## config.mk

```make
export PLATFORM = sky130hd
export DESIGN_NAME = vcarry_decode
export DESIGN_NICKNAME = d
export VERILOG_FILES = /design/src/rtl/vcd_pkg.sv /design/src/rtl/vcd_classify.sv /design/src/rtl/vcd_legal.sv /design/src/rtl/vcarry_decode.sv
export SDC_FILE = /design/constraint.sdc
export NUM_CORES = 1
export LEC_CHECK = 0
export ABC_AREA = 1
export BUFFER_PORTS_ARGS = -buffer_cell sky130_fd_sc_hd__buf_2
export CORE_MARGIN = 2
export CORE_UTILIZATION = 51
export DETAILED_ROUTE_END_ITERATION = 10
export PLACE_DENSITY_LB_ADDON = 0.05
export SYNTH_ARGS = -nofsm -noshare
export SYNTH_HDL_FRONTEND = slang
export SYNTH_SLANG_ARGS = --single-unit
```

## constraint.sdc

```tcl
create_clock -name clk -period 3.5 [get_ports clk]
set_input_delay 0 -clock clk [delete_from_list [all_inputs] [get_ports clk]]
set_output_delay 0 -clock clk [all_outputs]
set_load 0.01 [all_outputs]
```

## src/rtl/vcd_pkg.sv

```systemverilog
package vcd_pkg;

    localparam int INSN_W = 32;
    localparam int REG_W  = 5;
    localparam int LMUL_W = 2;

    localparam logic [6:0] VEC_MAJOR = 7'b1010111;

    localparam logic [5:0] F6_ADC  = 6'b010000;
    localparam logic [5:0] F6_MADC = 6'b010001;
    localparam logic [5:0] F6_SBC  = 6'b010010;
    localparam logic [5:0] F6_MSBC = 6'b010011;

    localparam logic [2:0] F3_VV = 3'b000;
    localparam logic [2:0] F3_VX = 3'b100;
    localparam logic [2:0] F3_VI = 3'b011;

    typedef enum logic [1:0] {
        OP_ADC  = 2'd0,
        OP_MADC = 2'd1,
        OP_SBC  = 2'd2,
        OP_MSBC = 2'd3
    } op_e;

    typedef enum logic [1:0] {
        FORM_NONE = 2'd0,
        FORM_VV   = 2'd1,
        FORM_VX   = 2'd2,
        FORM_VI   = 2'd3
    } form_e;

    // Bit layout of a 32-bit word, most significant field first.
    typedef struct packed {
        logic [5:0]       funct6;
        logic             vm;
        logic [REG_W-1:0] rs2;
        logic [REG_W-1:0] rs1;
        logic [2:0]       funct3;
        logic [REG_W-1:0] rd;
        logic [6:0]       opcode;
    } insn_t;

    // Index is usable as the base of a 2^lmul register group.
    function automatic logic grp_aligned(input logic [REG_W-1:0]  idx,
                                         input logic [LMUL_W-1:0] lmul);
        logic [REG_W-1:0] msk;
        msk = (REG_W'(1) << lmul) - REG_W'(1);
        return (idx & msk) == '0;
    endfunction

    // Register reg_i falls inside the group starting at base.
    function automatic logic in_group(input logic [REG_W-1:0]  reg_i,
                                      input logic [REG_W-1:0]  base,
                                      input logic [LMUL_W-1:0] lmul);
        logic [REG_W:0] lo;
        logic [REG_W:0] hi;
        lo = {1'b0, base};
        hi = lo + ((REG_W+1)'(1) << lmul);
        return ({1'b0, reg_i} >= lo) && ({1'b0, reg_i} < hi);
    endfunction

endpackage

```

## src/rtl/vcd_classify.sv

```systemverilog
module vcd_classify
    import vcd_pkg::*;
(
    input  insn_t f,
    output logic  known,
    output op_e   op,
    output form_e form
);
    logic op_hit;
    logic imm_ok;

    always_comb begin
        op     = OP_ADC;
        op_hit = 1'b1;
        case (f.funct6)
            F6_ADC:  op = OP_ADC;
            F6_MADC: op = OP_MADC;
            F6_SBC:  op = OP_SBC;
            F6_MSBC: op = OP_MSBC;
            default: op_hit = 1'b0;
        endcase
    end

    always_comb begin
        case (f.funct3)
            F3_VV:   form = FORM_VV;
            F3_VX:   form = FORM_VX;
            F3_VI:   form = FORM_VI;
            default: form = FORM_NONE;
        endcase
    end

    // Immediate operand exists only for the two addition operations.
    assign imm_ok = (form != FORM_VI) || (op == OP_ADC) || (op == OP_MADC);

    assign known = (f.opcode == VEC_MAJOR) && f.vm && op_hit &&
                   (form != FORM_NONE) && imm_ok;

endmodule

```

## src/rtl/vcd_legal.sv

```systemverilog
module vcd_legal
    import vcd_pkg::*;
(
    input  op_e               op,
    input  form_e             form,
    input  logic [REG_W-1:0]  rd,
    input  logic [REG_W-1:0]  rs2,
    input  logic [REG_W-1:0]  rs1,
    input  logic [LMUL_W-1:0] lmul,
    output logic              regs_ok
);
    localparam int NSRC = 2;   // slot 0: vs2, slot 1: vs1

    logic             is_mask;
    logic             dst_bad;
    logic [REG_W-1:0] src_idx  [NSRC];
    logic [NSRC-1:0]  src_used;
    logic [NSRC-1:0]  src_bad;

    assign is_mask = (op == OP_MADC) || (op == OP_MSBC);

    for (genvar i = 0; i < NSRC; i++) begin : g_src
        if (i == 0) begin : g_vs2
            assign src_idx[i]  = rs2;
            assign src_used[i] = 1'b1;
        end else begin : g_vs1
            assign src_idx[i]  = rs1;
            assign src_used[i] = (form == FORM_VV);
        end
        assign src_bad[i] = src_used[i] &&
                            (!grp_aligned(src_idx[i], lmul) ||
                             (is_mask && in_group(rd, src_idx[i], lmul)));
    end

    // Full-width results need an aligned group, and register 0 only ungrouped.
    assign dst_bad = !is_mask &&
                     (!grp_aligned(rd, lmul) || ((rd == '0) && (lmul != '0)));

    assign regs_ok = !dst_bad && (src_bad == '0);

endmodule

```

## src/rtl/vcarry_decode.sv

```systemverilog
module vcarry_decode
    import vcd_pkg::*;
#(
    parameter int IMM_W = 32
) (
    input  logic                clk,
    input  logic                rst,
    input  logic                insn_vld,
    input  logic [INSN_W-1:0]   insn,
    input  logic                vec_en,
    input  logic [LMUL_W-1:0]   lmul_exp,
    output logic                dec_vld,
    output logic                dec_illegal,
    output logic [1:0]          dec_op,
    output logic [1:0]          dec_form,
    output logic [REG_W-1:0]    dec_vd,
    output logic [REG_W-1:0]    dec_vs2,
    output logic [REG_W-1:0]    dec_src1,
    output logic [IMM_W-1:0]    dec_imm
);
    localparam int EXT_W = IMM_W - REG_W;

    insn_t            f;
    logic             known;
    op_e              op;
    form_e            form;
    logic             regs_ok;
    logic             accept;
    logic [REG_W-1:0] src1_n;
    logic [IMM_W-1:0] imm_n;

    assign f = insn_t'(insn);

    vcd_classify u_classify (
        .f     (f),
        .known (known),
        .op    (op),
        .form  (form)
    );

    vcd_legal u_legal (
        .op      (op),
        .form    (form),
        .rd      (f.rd),
        .rs2     (f.rs2),
        .rs1     (f.rs1),
        .lmul    (lmul_exp),
        .regs_ok (regs_ok)
    );

    assign accept = known && vec_en && regs_ok;
    assign src1_n = (form == FORM_VI) ? '0 : f.rs1;
    assign imm_n  = (form == FORM_VI) ? {{EXT_W{f.rs1[REG_W-1]}}, f.rs1} : '0;

    always_ff @(posedge clk) begin
        if (rst) begin
            dec_vld     <= 1'b0;
            dec_illegal <= 1'b0;
            dec_op      <= '0;
            dec_form    <= '0;
            dec_vd      <= '0;
            dec_vs2     <= '0;
            dec_src1    <= '0;
            dec_imm     <= '0;
        end else begin
            dec_vld     <= insn_vld;
            dec_illegal <= insn_vld && !accept;
            if (insn_vld && accept) begin
                dec_op   <= op;
                dec_form <= form;
                dec_vd   <= f.rd;
                dec_vs2  <= f.rs2;
                dec_src1 <= src1_n;
                dec_imm  <= imm_n;
            end else begin
                dec_op   <= '0;
                dec_form <= '0;
                dec_vd   <= '0;
                dec_vs2  <= '0;
                dec_src1 <= '0;
                dec_imm  <= '0;
            end
        end
    end

    // result strobe follows the qualifier by one edge
    p_vld_follow_r1: assert property (@(posedge clk) disable iff (rst)
        insn_vld |=> dec_vld);
    p_idle_quiet_r1: assert property (@(posedge clk) disable iff (rst)
        !insn_vld |=> (!dec_vld && !dec_illegal));

    // a disabled unit never yields a decode
    p_disabled_r4: assert property (@(posedge clk) disable iff (rst)
        (insn_vld && !vec_en) |=> dec_illegal);

    // immediate form only pairs with the addition operations
    p_imm_pair_r3: assert property (@(posedge clk) disable iff (rst)
        (dec_form == FORM_VI) |-> (dec_op == OP_ADC || dec_op == OP_MADC));

    // full-width result into register 0 only when ungrouped
    p_no_v0_r6: assert property (@(posedge clk) disable iff (rst)
        (dec_vld && !dec_illegal && !dec_op[0] && dec_vd == '0)
            |-> ($past(lmul_exp) == '0));

    // accepted mask result stays clear of the vs2 group
    p_mask_apart_r7: assert property (@(posedge clk) disable iff (rst)
        (dec_vld && !dec_illegal && dec_op[0])
            |-> !in_group(dec_vd, dec_vs2, $past(lmul_exp)));

    // immediate field is zero outside the immediate form
    p_imm_zero_r8: assert property (@(posedge clk) disable iff (rst)
        (dec_form != FORM_VI) |-> (dec_imm == '0));

    // a rejected word leaves every field at zero
    p_quiet_fields_r9: assert property (@(posedge clk) disable iff (rst)
        dec_illegal |-> (dec_op == '0 && dec_form == '0 && dec_vd == '0 &&
                         dec_vs2 == '0 && dec_src1 == '0 && dec_imm == '0));

endmodule

```

==> impl_summary.md <==
Status
The flow ran to the end, and the final reports show no timing, DRC or antenna violations.

Timing
The number of pins exceeding their max-slew limit in the final report is 0. Setup slack closes at 1.29 ns. Hold is met by 0.000117 ns. The final critical-path required period is 2.21 ns. The setup TNS after final layout is 0 ns.

The final count of hold timing violations is 0. Setup violations remaining at the end of the flow were counted as 0. Setup repair after global routing left no endpoint under its margin.

The post-route clock period utilization is 0.633. The tightest slew margin relative to the limit is 0.633. Static timing analysis puts the maximum clock frequency at 451 MHz. At the pin with the least slew margin, the transition time is 0.549 ns.

Die
Measured along the x axis, the die boundary spans about 66 µm. The die area is 0.00432 mm². The vertical die dimension is about 66 µm. The number of core rows is 22. The initial utilization of the core area, before any placement, comes to 0.531. a little over 90 I/O pins were placed.

The placeable core area is between 0.003 and 0.004 mm².

Layout
The finished cells cover ~0.0023 mm². The growth of design area from synthesis to finish is 17.9%. Once layout is complete, the cells apart from fillers number between 300 and 400. Summing all multi-input logic gate instances after layout gives roughly 0.0010 mm². The share of final-layout standard cells stronger than drive strength 1 is 0.310. The number of inserted diodes is 0.

Leaving out fill and tap cells, the most frequent cell in the layout is sky130_fd_sc_hd__buf_2. The net count reported at finish is 402. The top cell types in the final layout, fill and taps aside, are 90 x sky130_fd_sc_hd__buf_2, 58 x sky130_fd_sc_hd__nand2_1, 42 x sky130_fd_sc_hd__inv_1. The filler cells instantiated in the layout total between 300 and 400. Summing all flip-flop and latch instances after layout gives around 520 µm².

Clocking
The number of gates resized after cts is 0. The clock tree from TritonCTS is done. After clock tree synthesis, the clock-pin slew on the worst setup and hold paths is 0.08 ns. The maximum root-to-sink buffer count is 2.

The level count of the clock H-tree is 1. The number of buffers added by the clock tree synthesis step is 3. The library cell used as clock root buffer is sky130_fd_sc_hd__clkbuf_8. After clock tree synthesis, the flow added hold-fix buffers numbering 1.

The number of sinks handled by clock tree synthesis is 26. After clock tree synthesis, the setup repair step added 0 buffers.

Route
The average wire length per cell after detail routing is roughly 11 µm. The count of nets left with antenna violations once routing finished came out at 0. The detailed router finished its first iteration with 56 violations. The pre-antenna-repair detailed-routing pass consisted of 4 iterations. The total number of vias is 1804. The overall routed net length is 4.21 mm.

Using the TritonRoute via totals, the vias-per-cell ratio works out to around 4.7. The DRC violations left is 0.

GRT
The global-route congestion overflow total is 0. The first global-routing pass estimated between 6 and 7 mm of wire. For this run, the total global-route usage over all layers was measured as 0.199. The pin count of the biggest net entering global routing is 29. The via count of the first global-routing pass is approximately 1500. The number of antenna violations at the first check in global routing is 0.

Yosys
Of the synthesized area, sequential elements account for 0.268. The mean area per synthesized cell is 7.20 µm². The warning count from the yosys run is 0. The count of mapped cells out of synthesis is 270. The synthesized net count is roughly 330. In this run, synthesis produced a sequential element count of 26.

The total standard cell area after synthesis is between 0.0015 and 0.002 mm². The unique cell type count in the Yosys netlist is 30.

Placed design
The wire-length estimate of the detail-placed layout is 3.56 mm. Routability-driven placement finished with a final weighted congestion of 0.854. In this run the cell area measured after placement is 0.00224 mm². In this run, placement finished with an instance count of 380. In this run the tool buffered the top-level ports with 90 buffer cells. The pre-CTS setup slack is 1.14 ns.

Run
Max-cap violations in this run came to 0.

Power
The worst IR drop on VDD is 0.133 mV. Power spread over the standard cell area amounts to 272 mW/mm². The analysis attributes to cell leakage a power of 1.41 nW.

Worst setup path
The slowest cell on the critical path is sky130_fd_sc_hd__dlygate4sd3_1. The critical path data arrival time is 2.41 ns. For this run, the slowest stage of the critical path takes 0.53 ns. The worst setup path is captured at a flop.

Of all nets on the critical path, the largest fanout is 5. The type of the worst setup path is in2reg. Walking the worst path, the cells encountered are dlygate4sd3_1, buf_2, ha_1, xor2_1, ha_1, nand2_1, nand2_1, nand2_1, nand2_1, nand2_1, a21oi_4, nand4_1, nor2_1. The kind of start point of the critical path is a primary input. For the worst setup path, the data required time is roughly 3.7 ns. The most frequent cell on the critical path is sky130_fd_sc_hd__nand2_1.

Hold path
The type of the tightest min-delay check is in2reg.
-- per-stage QoR --
| stage | utilization | power [mW] |
|---|---|---|
| floorplan | - | 0.414 |
| global placement | 0.612 | 0.469 |
| detailed placement | 0.612 | 0.471 |
| CTS | 0.626 | 0.626 |
| global route | 0.626 | 0.666 |
| finish | 0.626 | 0.623 |
-- cells by family after synthesis --
kind of cell	count (synthesis)	synth area share
AOI/OAI and AO/OA	22	0.0734
adders and majority gates	26	0.167
and+or+nand+nor	118	0.267
xor gates and xnor gates	7	0.0316
DFF	26	0.268
buffers and inverters	71	0.193
-- final timing paths --
check,depth (start not counted),end,startpoint
worst max-delay path,13,dec_src1[0]$_SDFF_PP0_,insn[23]
worst min-delay path,2,dec_vld$_SDFF_PP0_,rst
-- metal layers --
layer  wire, µm  up-vias  global-route usage
li1           -      959                   -
met1       1930      773               0.272
met2       1910       67               0.333
met3        324        5              0.0137
met4         51        0              0.0625
met5          0        -                   0
-- final cells by class --
type                            instances  share of cell area
Timing Repair Buffer                   91               0.201
Tap cell                               48              0.0262
Sequential cell                        26               0.227
Clock buffer                            3              0.0180
Inverter                               43              0.0705
Multi-Input combinational cell        173               0.457
-- state kept, by name, summed over array words and instances, names as in the netlist --
signal	cells
dec_vd	5
dec_illegal	1
dec_op	2
dec_src1	5
dec_form	2
dec_vs2	5
dec_vld	1
dec_imm	5
-- worst max-delay path, delay by kind of cell --
family                     cells  cell delay (ns)
and+or+nand+nor                7             0.70
buffers and inverters          2             0.66
adders and majority gates      2             0.62
AOI/OAI and AO/OA              1             0.23
xor gates and xnor gates       1             0.18
-- cell usage after synthesis --
library cell | number | area, µm²
sky130_fd_sc_hd__inv_2 | 1 | 3.75
sky130_fd_sc_hd__buf_6 | 1 | 11.3
sky130_fd_sc_hd__nand4_1 | 4 | 25.0
sky130_fd_sc_hd__xor2_1 | 6 | 52.6
sky130_fd_sc_hd__nand3_1 | 9 | 45.0
sky130_fd_sc_hd__a21oi_1 | 8 | 40.0
sky130_fd_sc_hd__nor3_2 | 1 | 10.0
sky130_fd_sc_hd__nor2_2 | 5 | 31.3
sky130_fd_sc_hd__nand2_2 | 1 | 6.26
sky130_fd_sc_hd__nand2_1 | 58 | 218
sky130_fd_sc_hd__nand3_4 | 1 | 17.5
sky130_fd_sc_hd__buf_4 | 27 | 203
sky130_fd_sc_hd__ha_1 | 26 | 325
sky130_fd_sc_hd__a31oi_1 | 1 | 6.26
sky130_fd_sc_hd__a211oi_1 | 3 | 22.5
sky130_fd_sc_hd__nor2_1 | 32 | 120
sky130_fd_sc_hd__nand4_2 | 1 | 12.5
sky130_fd_sc_hd__dfxtp_1 | 26 | 521
sky130_fd_sc_hd__a21boi_0 | 1 | 7.51
sky130_fd_sc_hd__or2_1 | 1 | 6.26
sky130_fd_sc_hd__o221ai_1 | 1 | 8.76
sky130_fd_sc_hd__nor3_1 | 4 | 20.0
sky130_fd_sc_hd__a21oi_4 | 1 | 16.3
sky130_fd_sc_hd__xnor2_1 | 1 | 8.76
sky130_fd_sc_hd__o21ai_0 | 3 | 15.0
sky130_fd_sc_hd__inv_1 | 42 | 158
sky130_fd_sc_hd__or3_1 | 1 | 6.26
sky130_fd_sc_hd__o21ai_1 | 2 | 10.0
sky130_fd_sc_hd__o211ai_1 | 1 | 7.51
sky130_fd_sc_hd__a221oi_1 | 1 | 8.76
-- power breakdown --
| part | internal, mW | switching [mW] |
|---|---|---|
| Combinational | 0.0679 | 0.100 |
| Sequential | 0.297 | 0.000220 |
| Clock | 0.0769 | 0.0813 |
(Power assumes the default switching activity.)
